<file path="src/rtl/rdy_pin_pkg.sv">
package rdy_pin_pkg;

  typedef enum logic [1:0] {
    MODE_LEVEL       = 2'd0,
    MODE_ERASE_PULSE = 2'd1,
    MODE_WRITE_PULSE = 2'd2,
    MODE_ANY_PULSE   = 2'd3
  } pin_mode_e;

  localparam int unsigned CLASS_W = 3;

  typedef enum logic [CLASS_W-1:0] {
    OP_BLOCK_ERASE = 3'd0,
    OP_CHIP_ERASE  = 3'd1,
    OP_UNLOCK_ALL  = 3'd2,
    OP_WORD_WRITE  = 3'd3,
    OP_MULTI_WRITE = 3'd4,
    OP_LOCK_BLOCK  = 3'd5,
    OP_OTHER_A     = 3'd6,
    OP_OTHER_B     = 3'd7
  } op_class_e;

  // Decide whether a completed operation class qualifies for a pulse in a mode.
  function automatic logic class_selected(pin_mode_e mode, op_class_e cls);
    logic erase_set;
    logic write_set;
    erase_set = (cls == OP_BLOCK_ERASE) || (cls == OP_CHIP_ERASE) || (cls == OP_UNLOCK_ALL);
    write_set = (cls == OP_WORD_WRITE) || (cls == OP_MULTI_WRITE) || (cls == OP_LOCK_BLOCK);
    case (mode)
      MODE_ERASE_PULSE: class_selected = erase_set;
      MODE_WRITE_PULSE: class_selected = write_set;
      MODE_ANY_PULSE:   class_selected = erase_set | write_set;
      default:          class_selected = 1'b0;
    endcase
  endfunction

endpackage

</file>
<file path="src/rtl/rdy_rst_sync.sv">
module rdy_rst_sync #(
  parameter int unsigned STAGES = 2
) (
  input  logic clk_i,
  input  logic rst_ni,
  output logic rst_no
);

  logic [STAGES-1:0] chain_q;

  // Assert asynchronously, release after STAGES clock edges.
  always_ff @(posedge clk_i or negedge rst_ni) begin
    if (!rst_ni) begin
      chain_q <= '0;
    end else begin
      chain_q <= {chain_q[STAGES-2:0], 1'b1};
    end
  end

  assign rst_no = chain_q[STAGES-1];

endmodule

</file>
<file path="src/rtl/rdy_cfg_reg.sv">
module rdy_cfg_reg
  import rdy_pin_pkg::*;
#(
  parameter int unsigned CODE_W = 8
) (
  input  logic              clk_i,
  input  logic              rst_ni,
  input  logic              wr_i,
  input  logic [CODE_W-1:0] code_i,
  input  logic              devrst_i,
  input  logic              pwrdn_i,
  output pin_mode_e         mode_o,
  output logic              load_o,
  output logic              err_o
);

  pin_mode_e mode_q, mode_d;
  logic      pwrdn_q;
  logic      err_q, err_d;
  logic      code_ok;
  logic      wr_open;
  logic      force_level;
  logic      mode_en;

  assign code_ok     = (code_i[CODE_W-1:2] == '0);
  assign wr_open     = wr_i & ~devrst_i & ~pwrdn_i;
  assign force_level = devrst_i | (pwrdn_q & ~pwrdn_i);

  always_comb begin
    mode_d  = mode_q;
    mode_en = 1'b0;
    if (force_level) begin
      mode_d  = MODE_LEVEL;
      mode_en = 1'b1;
    end else if (wr_open && code_ok) begin
      mode_d  = pin_mode_e'(code_i[1:0]);
      mode_en = 1'b1;
    end
    err_d = wr_open & ~code_ok;
  end

  always_ff @(posedge clk_i or negedge rst_ni) begin
    if (!rst_ni) begin
      mode_q  <= MODE_LEVEL;
      pwrdn_q <= 1'b0;
      err_q   <= 1'b0;
    end else begin
      if (mode_en) begin
        mode_q <= mode_d;
      end
      pwrdn_q <= pwrdn_i;
      err_q   <= err_d;
    end
  end

  assign mode_o = mode_q;
  assign load_o = mode_en;
  assign err_o  = err_q;

endmodule

</file>
<file path="src/rtl/rdy_pulse_gen.sv">
module rdy_pulse_gen #(
  parameter int unsigned PULSE_LEN = 4
) (
  input  logic clk_i,
  input  logic rst_ni,
  input  logic fire_i,
  input  logic clear_i,
  output logic pulse_nxt_o
);

  localparam int unsigned CNT_W = $clog2(PULSE_LEN + 1);

  logic [CNT_W-1:0] cnt_q, cnt_d;
  logic             cnt_en;

  always_comb begin
    cnt_d  = cnt_q;
    cnt_en = 1'b0;
    if (clear_i) begin
      cnt_d  = '0;
      cnt_en = 1'b1;
    end else if (fire_i) begin
      cnt_d  = CNT_W'(PULSE_LEN);
      cnt_en = 1'b1;
    end else if (cnt_q != '0) begin
      cnt_d  = cnt_q - CNT_W'(1);
      cnt_en = 1'b1;
    end
  end

  always_ff @(posedge clk_i or negedge rst_ni) begin
    if (!rst_ni) begin
      cnt_q <= '0;
    end else if (cnt_en) begin
      cnt_q <= cnt_d;
    end
  end

  assign pulse_nxt_o = (cnt_d != '0);

endmodule

</file>
<file path="src/rtl/rdy_status_pin.sv">
module rdy_status_pin
  import rdy_pin_pkg::*;
#(
  parameter int unsigned CODE_W      = 8,
  parameter int unsigned PULSE_LEN   = 4,
  parameter int unsigned SYNC_STAGES = 2
) (
  input  logic              clk_i,
  input  logic              rst_ni,
  input  logic              cfg_wr_i,
  input  logic [CODE_W-1:0] cfg_code_i,
  input  logic              engine_busy_i,
  input  logic              done_i,
  input  logic [2:0]        done_class_i,
  input  logic              erase_susp_i,
  input  logic              write_susp_i,
  input  logic              pwrdn_i,
  input  logic              devrst_i,
  output logic              pin_pull_o,
  output logic              cfg_err_o
);

  logic      rst_n_sync;
  pin_mode_e mode_q;
  logic      mode_load;
  logic      pulse_fire;
  logic      pulse_clear;
  logic      pulse_nxt;
  logic      hold_q, hold_d;
  logic      level_pull;
  logic      pull_q, pull_d;

  rdy_rst_sync #(
    .STAGES (SYNC_STAGES)
  ) u_rst_sync (
    .clk_i  (clk_i),
    .rst_ni (rst_ni),
    .rst_no (rst_n_sync)
  );

  rdy_cfg_reg #(
    .CODE_W (CODE_W)
  ) u_cfg_reg (
    .clk_i    (clk_i),
    .rst_ni   (rst_n_sync),
    .wr_i     (cfg_wr_i),
    .code_i   (cfg_code_i),
    .devrst_i (devrst_i),
    .pwrdn_i  (pwrdn_i),
    .mode_o   (mode_q),
    .load_o   (mode_load),
    .err_o    (cfg_err_o)
  );

  assign pulse_fire  = done_i & (mode_q != MODE_LEVEL)
                     & class_selected(mode_q, op_class_e'(done_class_i));
  assign pulse_clear = mode_load | (mode_q == MODE_LEVEL);

  rdy_pulse_gen #(
    .PULSE_LEN (PULSE_LEN)
  ) u_pulse_gen (
    .clk_i       (clk_i),
    .rst_ni      (rst_n_sync),
    .fire_i      (pulse_fire),
    .clear_i     (pulse_clear),
    .pulse_nxt_o (pulse_nxt)
  );

  // Next-state: a reset request while busy holds the line low until idle.
  always_comb begin
    hold_d     = engine_busy_i & (hold_q | devrst_i);
    level_pull = hold_d
               | (engine_busy_i & ~(erase_susp_i | write_susp_i | pwrdn_i));
    pull_d     = (mode_q == MODE_LEVEL) ? level_pull : pulse_nxt;
  end

  always_ff @(posedge clk_i or negedge rst_n_sync) begin
    if (!rst_n_sync) begin
      hold_q <= 1'b0;
      pull_q <= 1'b0;
    end else begin
      hold_q <= hold_d;
      pull_q <= pull_d;
    end
  end

  assign pin_pull_o = pull_q;

endmodule

</file>
<file path="config.mk">
export PLATFORM = sky130hd
export DESIGN_NAME = rdy_status_pin
export DESIGN_NICKNAME = d
export VERILOG_FILES = /design/src/rtl/rdy_pin_pkg.sv /design/src/rtl/rdy_rst_sync.sv /design/src/rtl/rdy_cfg_reg.sv /design/src/rtl/rdy_pulse_gen.sv /design/src/rtl/rdy_status_pin.sv
export SDC_FILE = /design/constraint.sdc
export NUM_CORES = 1
export LEC_CHECK = 0
export CAP_MARGIN = 20
export CORE_UTILIZATION = 45
export DETAILED_ROUTE_END_ITERATION = 8
export DONT_BUFFER_PORTS = 1
export HOLD_SLACK_MARGIN = 0.1
export RECOVER_POWER = 100
export SLEW_MARGIN = 20
export SYNTH_ARGS = -nofsm -noshare
export SYNTH_HDL_FRONTEND = slang
export SYNTH_HIERARCHICAL = 1
export SYNTH_SLANG_ARGS = --single-unit
</file>
<file path="constraint.sdc">
create_clock -name clk_i -period 0.8 [get_ports clk_i]
set_clock_uncertainty 0.15 [all_clocks]
set_input_delay 0.08 -clock clk_i [delete_from_list [all_inputs] [get_ports clk_i]]
set_output_delay 0.08 -clock clk_i [all_outputs]
set_load 0.02 [all_outputs]
</file>
==> impl_metrics.xml, run 1 <==
<?xml version="1.0" encoding="UTF-8"?>
<metrics>
  <group name="setup_path">
    <metric name="timing.critical_path.required" unit="ns">0.84</metric>
    <metric name="critical_path.endpoint" unit="">pin_pull_o$_DFF_PN0_</metric>
    <metric name="critical_path.reg2reg.endpoint" unit="">pin_pull_o$_DFF_PN0_</metric>
    <metric name="setup.worst_path.class" unit="">register to register</metric>
    <metric name="critPathSlowestCell" unit="">sky130_fd_sc_hd__dfrtp_1</metric>
    <metric name="worst-r2r-setup-slack" unit="ns">-0.87</metric>
    <metric name="cp_slowest_stage_delay" unit="ns">0.36</metric>
    <metric name="regToRegStartpoint" unit="">u_cfg_reg/pwrdn_q$_DFF_PN0_</metric>
    <metric name="worst-endpoint-arrival" unit="ns">1.71</metric>
    <metric name="worstSetupStartpoint" unit="">u_cfg_reg/pwrdn_q$_DFF_PN0_</metric>
    <metric name="crit_path_cell_trace" unit="">a21o_1 &gt; o21bai_1 &gt; or2_4 &gt; a311o_1 &gt; o22ai_2 &gt; nor2_1 &gt; a21oi_1</metric>
    <metric name="worst-r2r-cell-count" unit="">7</metric>
    <metric name="setup.worst_path.start_class" unit="">register</metric>
    <metric name="maximum_fanout_count_along_the_critical_path" unit="">2</metric>
    <metric name="critical_path.endpoint_type" unit="">register</metric>
  </group>
  <group name="sta">
    <metric name="final_period_minus_worst_setup_slack" unit="ns">1.669</metric>
    <metric name="max_slew_vio_count" unit="">0</metric>
    <metric name="grt_setup_unrepaired" unit="">true</metric>
    <metric name="final.setup.tns" unit="ns">-3.534</metric>
    <metric name="worst_setup_margin" unit="ns">-0.8688</metric>
    <metric name="final_min_period_over_clock_period" unit="%">208.6</metric>
    <metric name="hold_violations" unit="">17</metric>
    <metric name="maxClockFrequency" unit="GHz">0.5992</metric>
    <metric name="hold_ws" unit="ns">-0.3102</metric>
    <metric name="setup-violations-final" unit="">9</metric>
  </group>
  <group name="yosys">
    <metric name="yosys.cell_types.count" unit="">28</metric>
    <metric name="proportion_of_synthesized_chip_area_in_sequential_cells" unit="%">45.83</metric>
    <metric name="synth_warnings" unit="">6</metric>
    <metric name="postSynthNetCount" unit="">79</metric>
    <metric name="postSynthRegisterBits" unit="">11</metric>
    <metric name="synth_flop_cell" unit="">sky130_fd_sc_hd__dfrtp_1</metric>
    <metric name="post_syn_area" unit="um^2">600.6</metric>
    <metric name="ys_async_sr_fraction" unit="%">100.0</metric>
    <metric name="synthesis.instances" unit="">57</metric>
    <metric name="postSynthAreaPerCell" unit="um^2">10.54</metric>
    <metric name="synth-edff-count" unit="">0</metric>
  </group>
  <group name="die">
    <metric name="die_footprint" unit="um^2">1485</metric>
    <metric name="core_region_area" unit="um^2">1171</metric>
    <metric name="die_height" unit="um">38.53</metric>
    <metric name="initial_core_util" unit="%">51.28</metric>
    <metric name="rows" unit="">12</metric>
    <metric name="die_x_extent" unit="um">38.53</metric>
    <metric name="ios" unit="">22</metric>
  </group>
  <group name="drt">
    <metric name="detail_route.first_pass.iterations" unit="">4</metric>
    <metric name="routed_wire_length_per_instance" unit="um">13.38</metric>
    <metric name="vias" unit="">509</metric>
    <metric name="routed_wl" unit="um">1191</metric>
    <metric name="detail_route.drc_violations" unit="">0</metric>
    <metric name="post_drt_via_cell_ratio" unit="">5.719</metric>
    <metric name="detail_route.iter0.violations" unit="">12</metric>
    <metric name="drt.antenna.violating_nets" unit="">0</metric>
  </group>
  <group name="layout">
    <metric name="layout.filler_cells" unit="">92</metric>
    <metric name="antennaDiodeCount" unit="">0</metric>
    <metric name="layout.cells.most_common_list" unit="">13 x sky130_fd_sc_hd__buf_4, 10 x sky130_fd_sc_hd__dfrtp_1, 8 x sky130_fd_sc_hd__nor2_1</metric>
    <metric name="area_growth" unit="%">31.46</metric>
    <metric name="nets_final" unit="">98</metric>
    <metric name="post_route_cells_drive_above_1_share" unit="%">41.33</metric>
    <metric name="layout.cells.most_common" unit="">sky130_fd_sc_hd__buf_4</metric>
  </group>
  <group name="placement">
    <metric name="place.port_buffers" unit="">0</metric>
    <metric name="dp_worst_setup_slack" unit="ns">-0.8523</metric>
    <metric name="dp_hpwl" unit="um">974.3</metric>
    <metric name="globalplace.congestion" unit="">0.8143</metric>
  </group>
  <group name="outcome">
    <metric name="violated_checks" unit="">negative hold slack, negative setup slack</metric>
    <metric name="run_status" unit="">complete, but fails checks</metric>
  </group>
  <group name="flow_run">
    <metric name="cap_violations" unit="">0</metric>
  </group>
  <group name="global_route">
    <metric name="grt_remaining_overflow" unit="">0</metric>
    <metric name="antenna_found_initial" unit="">0</metric>
    <metric name="number_of_global_route_vias_before_repair" unit="">516</metric>
    <metric name="pin_count_of_the_biggest_net_entering_global_routing" unit="">10</metric>
    <metric name="grt_pass1_wl" unit="um">1890</metric>
    <metric name="grt.total_usage" unit="%">19.83</metric>
  </group>
  <group name="power_and_ir_drop">
    <metric name="power.static_leakage" unit="nW">0.3212</metric>
    <metric name="p_per_area" unit="nW/um^2">1294</metric>
    <metric name="power.ir.vdd_worst" unit="V">0.001107</metric>
  </group>
  <group name="clock_network">
    <metric name="clk_path_buf_depth" unit="">2</metric>
    <metric name="clk_transition_reported_paths" unit="ns">0.06</metric>
    <metric name="htreeDepth" unit="">1</metric>
    <metric name="clock-root-buffer" unit="">sky130_fd_sc_hd__clkbuf_4</metric>
    <metric name="cts_tree" unit="">yes</metric>
    <metric name="cts.hold.buffers_added" unit="">1</metric>
    <metric name="clock_insertion_delay_worst_skew" unit="ns">0.27</metric>
    <metric name="cts-buffers-inserted" unit="">3</metric>
    <metric name="clkSinkCount" unit="">11</metric>
  </group>
  <group name="worst_hold_path">
    <metric name="hp-class" unit="">input port to register</metric>
  </group>
</metrics>
## cells by family (layout without fill, tap and decap cells)
| group | count (synthesis) | after routing | synth area share (%) |
|---|---|---|---|
| xor gates and xnor gates | 1 | 1 | 1.459 |
| DFF | 11 | 11 | 45.83 |
| and+or+nand+nor | 23 | 23 | 25.21 |
| muxes | 1 | 1 | 1.667 |
| AOI/OAI and AO/OA | 15 | 15 | 19.16 |
| adders and majority gates | 2 | 2 | 4.166 |
| buffers and inverters | 3 | 21 | 1.875 |
| other | 1 | 1 | 0.6244 |
## Yosys cell counts (2+ instances only)
cell type / number / share of area [%]
sky130_fd_sc_hd__a21oi_1: 5 / 4.2
sky130_fd_sc_hd__nand4_1: 2 / 2.1
sky130_fd_sc_hd__nor3_1: 2 / 1.7
sky130_fd_sc_hd__inv_1: 3 / 1.9
sky130_fd_sc_hd__nand2b_1: 2 / 2.1
sky130_fd_sc_hd__nor2_1: 8 / 5.0
sky130_fd_sc_hd__dfrtp_1: 11 / 46
sky130_fd_sc_hd__o21ai_1: 2 / 1.7
sky130_fd_sc_hd__o21a_1: 2 / 2.5
sky130_fd_sc_hd__ha_1: 2 / 4.2
## through the flow
| stage | power [mW] | area [um^2] | cells | hold slack [ns] | utilization [%] |
|---|---|---|---|---|---|
| 2_1_floorplan | 0.6382 | 611.8 | 57 | -0.3656 | - |
| 3_3_place_gp | 0.6553 | 726.9 | 84 | -0.3655 | 62.07 |
| 3_5_place_dp | 0.6589 | 726.9 | 84 | -0.3656 | 62.07 |
| 4_1_cts | 1.039 | 775.7 | 89 | -0.3214 | 66.24 |
| 5_1_grt | 1.071 | 789.5 | 89 | -0.3284 | 67.41 |
| 6_report | 1.022 | 789.5 | 89 | -0.3102 | 67.41 |
## per-layer routing
metal	track usage [%]	share of wire (%)
met4	8.621	1.3
met2	35.42	51
met1	20.45	40
met3	6.977	7.4
met5	0	0
## repair_timing
| item | CTS | global route |
|---|---|---|
| pin swaps | 2 | 1 |
| resized for setup | 3 | 2 |
| buffers inserted | 1 | 0 |
| endpoints found under the setup margin | 9 | 9 |
| hold endpoints to repair | 20 | 20 |
## power by group
| part | switching, mW | internal [mW] |
|---|---|---|
| registers | 0.0212 | 0.574 |
| clock network | 0.176 | 0.193 |
| logic | 0.0223 | 0.0363 |
| total | 0.219 | 0.803 |
## critical path, delay by kind of cell (launching register included)
kind,cells,cell delay (ns)
compound gates,5,0.82
flops,1,0.36
simple gates,2,0.28
## flip-flops by register name, summed over array words and instances, names as in the netlist
| register | count |
|---|---|
| pin_pull_o | 1 |
| u_cfg_reg/mode_o | 2 |
| hold_q | 1 |
| u_cfg_reg/err_o | 1 |
| u_cfg_reg/pwrdn_q | 1 |
| u_pulse_gen/cnt_q | 3 |
| u_rst_sync/chain_q | 2 |
## area by class of cell
class | count | area, um^2 | area share [%]
multi-input cells | 43 | 350.3 | 44.37
clock buffers | 4 | 26.28 | 3.328
well taps | 14 | 17.52 | 2.219
inverters | 3 | 11.26 | 1.426
flip-flops and latches | 11 | 276.5 | 35.02
repair buffers | 14 | 107.6 | 13.63
## worst min-delay path by stage
stage,cells after the start,startpoint,to
5_1_grt,0,pwrdn_i,u_cfg_reg/pwrdn_q$_DFF_PN0_
6_report,0,pwrdn_i,u_cfg_reg/pwrdn_q$_DFF_PN0_
2_1_floorplan,0,rst_ni,u_rst_sync/chain_q[0]$_DFF_PN0_
3_5_place_dp,0,rst_ni,u_rst_sync/chain_q[1]$_DFF_PN0_
4_1_cts,0,pwrdn_i,u_cfg_reg/pwrdn_q$_DFF_PN0_
3_3_place_gp,0,rst_ni,u_rst_sync/chain_q[0]$_DFF_PN0_
No activity file was read; power rests on OpenSTA's default activity.
==> run 2, diff against run 1 <==
- SKIP_CTS_REPAIR_TIMING: unset -> 1
- TNS_END_PERCENT: unset -> 100
==> run 2 against run 1 <==
Net effect: the run still ends with negative hold slack, negative setup slack left; register-to-register slack about the same; clock power about the same; final cell count unchanged; critical path depth is the same; non-clock buffer count is the same; maximum frequency is 0.30% lower; critical path type unchanged; largest power group unchanged.
==> impl_metrics.xml, run 2 (synthesized netlist as in run 1, its figures left out) <==
<?xml version="1.0" encoding="UTF-8"?>
<metrics>
  <group name="outcome">
    <metric name="run_status" unit="">complete, but fails checks</metric>
    <metric name="violated_checks" unit="">negative hold slack, negative setup slack</metric>
  </group>
  <group name="drt">
    <metric name="routed_wl" unit="um">1197</metric>
    <metric name="detail_route.drc_violations" unit="">0</metric>
    <metric name="vias" unit="">494</metric>
    <metric name="detail_route.iter0.violations" unit="">3</metric>
    <metric name="post_drt_via_cell_ratio" unit="">5.551</metric>
    <metric name="detail_route.first_pass.iterations" unit="">4</metric>
    <metric name="routed_wire_length_per_instance" unit="um">13.45</metric>
    <metric name="drt.antenna.violating_nets" unit="">0</metric>
  </group>
  <group name="setup_path">
    <metric name="worst-r2r-setup-slack" unit="ns">-0.87</metric>
    <metric name="regToRegStartpoint" unit="">u_cfg_reg/pwrdn_q$_DFF_PN0_</metric>
    <metric name="critical_path.endpoint" unit="">pin_pull_o$_DFF_PN0_</metric>
    <metric name="worst-endpoint-arrival" unit="ns">1.72</metric>
    <metric name="maximum_fanout_count_along_the_critical_path" unit="">2</metric>
    <metric name="setup.worst_path.class" unit="">register to register</metric>
    <metric name="worst-r2r-cell-count" unit="">7</metric>
    <metric name="setup.worst_path.start_class" unit="">register</metric>
    <metric name="worstSetupStartpoint" unit="">u_cfg_reg/pwrdn_q$_DFF_PN0_</metric>
    <metric name="critical_path.endpoint_type" unit="">register</metric>
    <metric name="timing.critical_path.required" unit="ns">0.84</metric>
    <metric name="critical_path.reg2reg.endpoint" unit="">pin_pull_o$_DFF_PN0_</metric>
  </group>
  <group name="power_and_ir_drop">
    <metric name="power.ir.vdd_worst" unit="V">0.001105</metric>
    <metric name="power.static_leakage" unit="nW">0.3238</metric>
    <metric name="p_per_area" unit="nW/um^2">1277</metric>
  </group>
  <group name="global_route">
    <metric name="pin_count_of_the_biggest_net_entering_global_routing" unit="">10</metric>
    <metric name="number_of_global_route_vias_before_repair" unit="">505</metric>
    <metric name="grt.total_usage" unit="%">19.83</metric>
    <metric name="antenna_found_initial" unit="">0</metric>
    <metric name="grt_pass1_wl" unit="um">1842</metric>
    <metric name="grt_remaining_overflow" unit="">0</metric>
  </group>
  <group name="clock_network">
    <metric name="clk_transition_reported_paths" unit="ns">0.06</metric>
    <metric name="clock-root-buffer" unit="">sky130_fd_sc_hd__clkbuf_4</metric>
    <metric name="cts_tree" unit="">yes</metric>
    <metric name="htreeDepth" unit="">1</metric>
    <metric name="cts-buffers-inserted" unit="">3</metric>
    <metric name="clock_insertion_delay_worst_skew" unit="ns">0.27</metric>
    <metric name="clkSinkCount" unit="">11</metric>
    <metric name="clk_path_buf_depth" unit="">2</metric>
  </group>
  <group name="placement">
    <metric name="dp_cell_count" unit="">84</metric>
    <metric name="place.port_buffers" unit="">0</metric>
    <metric name="dpl_cell_area" unit="um^2">726.9</metric>
    <metric name="globalplace.congestion" unit="">0.8143</metric>
    <metric name="dp_worst_setup_slack" unit="ns">-0.8523</metric>
    <metric name="dp_hpwl" unit="um">974.3</metric>
  </group>
  <group name="die">
    <metric name="initial_core_util" unit="%">51.28</metric>
    <metric name="ios" unit="">22</metric>
    <metric name="rows" unit="">12</metric>
    <metric name="die_height" unit="um">38.53</metric>
    <metric name="die_x_extent" unit="um">38.53</metric>
    <metric name="core_region_area" unit="um^2">1171</metric>
    <metric name="die_footprint" unit="um^2">1485</metric>
  </group>
  <group name="sta">
    <metric name="setup-violations-final" unit="">9</metric>
    <metric name="hold_violations" unit="">16</metric>
    <metric name="final_period_minus_worst_setup_slack" unit="ns">1.674</metric>
    <metric name="worst_setup_margin" unit="ns">-0.8738</metric>
    <metric name="final_min_period_over_clock_period" unit="%">209.2</metric>
    <metric name="max_slew_vio_count" unit="">0</metric>
    <metric name="grt_setup_unrepaired" unit="">true</metric>
    <metric name="final.setup.tns" unit="ns">-3.450</metric>
    <metric name="hold_ws" unit="ns">-0.3098</metric>
    <metric name="maxClockFrequency" unit="GHz">0.5974</metric>
  </group>
  <group name="layout">
    <metric name="largest_reg_flops" unit="">3</metric>
    <metric name="layout.cells.most_common_list" unit="">12 x sky130_fd_sc_hd__buf_4, 10 x sky130_fd_sc_hd__dfrtp_1, 8 x sky130_fd_sc_hd__nor2_1</metric>
    <metric name="fin_area" unit="um^2">800.8</metric>
    <metric name="post_route_cells_drive_above_1_share" unit="%">42.67</metric>
    <metric name="max_flop_register" unit="">u_pulse_gen/cnt_q</metric>
    <metric name="layout.cells.most_common" unit="">sky130_fd_sc_hd__buf_4</metric>
    <metric name="nets_final" unit="">98</metric>
    <metric name="area_growth" unit="%">33.33</metric>
    <metric name="antennaDiodeCount" unit="">0</metric>
    <metric name="layout.filler_cells" unit="">91</metric>
    <metric name="cell_count_final_fillers_out" unit="">89</metric>
  </group>
  <group name="flow_run">
    <metric name="cap_violations" unit="">0</metric>
  </group>
  <group name="worst_hold_path">
    <metric name="hp-class" unit="">input port to register</metric>
  </group>
</metrics>
-- run 2: critical path: stages (launching register included) --
cell and delay (ns):
sky130_fd_sc_hd__dfrtp_1 0.36, sky130_fd_sc_hd__a21o_1 0.16, sky130_fd_sc_hd__o21bai_1 0.15, sky130_fd_sc_hd__or2_4 0.23
sky130_fd_sc_hd__a311o_1 0.30, sky130_fd_sc_hd__o22ai_2 0.10, sky130_fd_sc_hd__nor2_1 0.05, sky130_fd_sc_hd__a21oi_1 0.10
-- run 2: per-stage QoR --
step / power [mW] / util [%]
5_1_grt: 1.076 / 68.38
6_report: 1.023 / 68.38
4_1_cts: 1.034 / 64.32
3_5_place_dp: 0.6589 / 62.07
2_1_floorplan: 0.6382 / -
3_3_place_gp: 0.6553 / 62.07
-- run 2: cell type report --
| class | instances | area, um^2 | share of cell area [%] |
|---|---|---|---|
| Multi-Input combinational cell | 43 | 357.8 | 44.69 |
| Sequential cell | 11 | 276.5 | 34.53 |
| Timing Repair Buffer | 14 | 111.4 | 13.91 |
| Clock buffer | 4 | 26.28 | 3.281 |
| Tap cell | 14 | 17.52 | 2.188 |
| Inverter | 3 | 11.26 | 1.406 |
-- run 2: how the worst min path moves through the flow --
stage | cells after the start | endpoint | slack (ns) | from
finish | 0 | u_cfg_reg/pwrdn_q$_DFF_PN0_ | -0.31 | pwrdn_i
global route | 0 | u_cfg_reg/pwrdn_q$_DFF_PN0_ | -0.33 | pwrdn_i
CTS | 0 | u_rst_sync/chain_q[1]$_DFF_PN0_ | -0.66 | rst_ni
detailed placement | 0 | u_rst_sync/chain_q[1]$_DFF_PN0_ | -0.37 | rst_ni
global placement | 0 | u_rst_sync/chain_q[0]$_DFF_PN0_ | -0.37 | rst_ni
floorplan | 0 | u_rst_sync/chain_q[0]$_DFF_PN0_ | -0.37 | rst_ni
-- run 2: power by group --
| part | switching [mW] | internal (mW) |
|---|---|---|
| Clock | 0.176 | 0.193 |
| Sequential | 0.0215 | 0.574 |
| Combinational | 0.0223 | 0.0363 |
| Total | 0.220 | 0.803 |
-- run 2: per-layer routing --
metal	wire length (um)	up-vias	GRT usage (%)
li1	-	242	-
met1	502	234	18.94
met2	608	16	33.75
met3	76	2	8.721
met4	9	0	12.93
met5	0	-	0
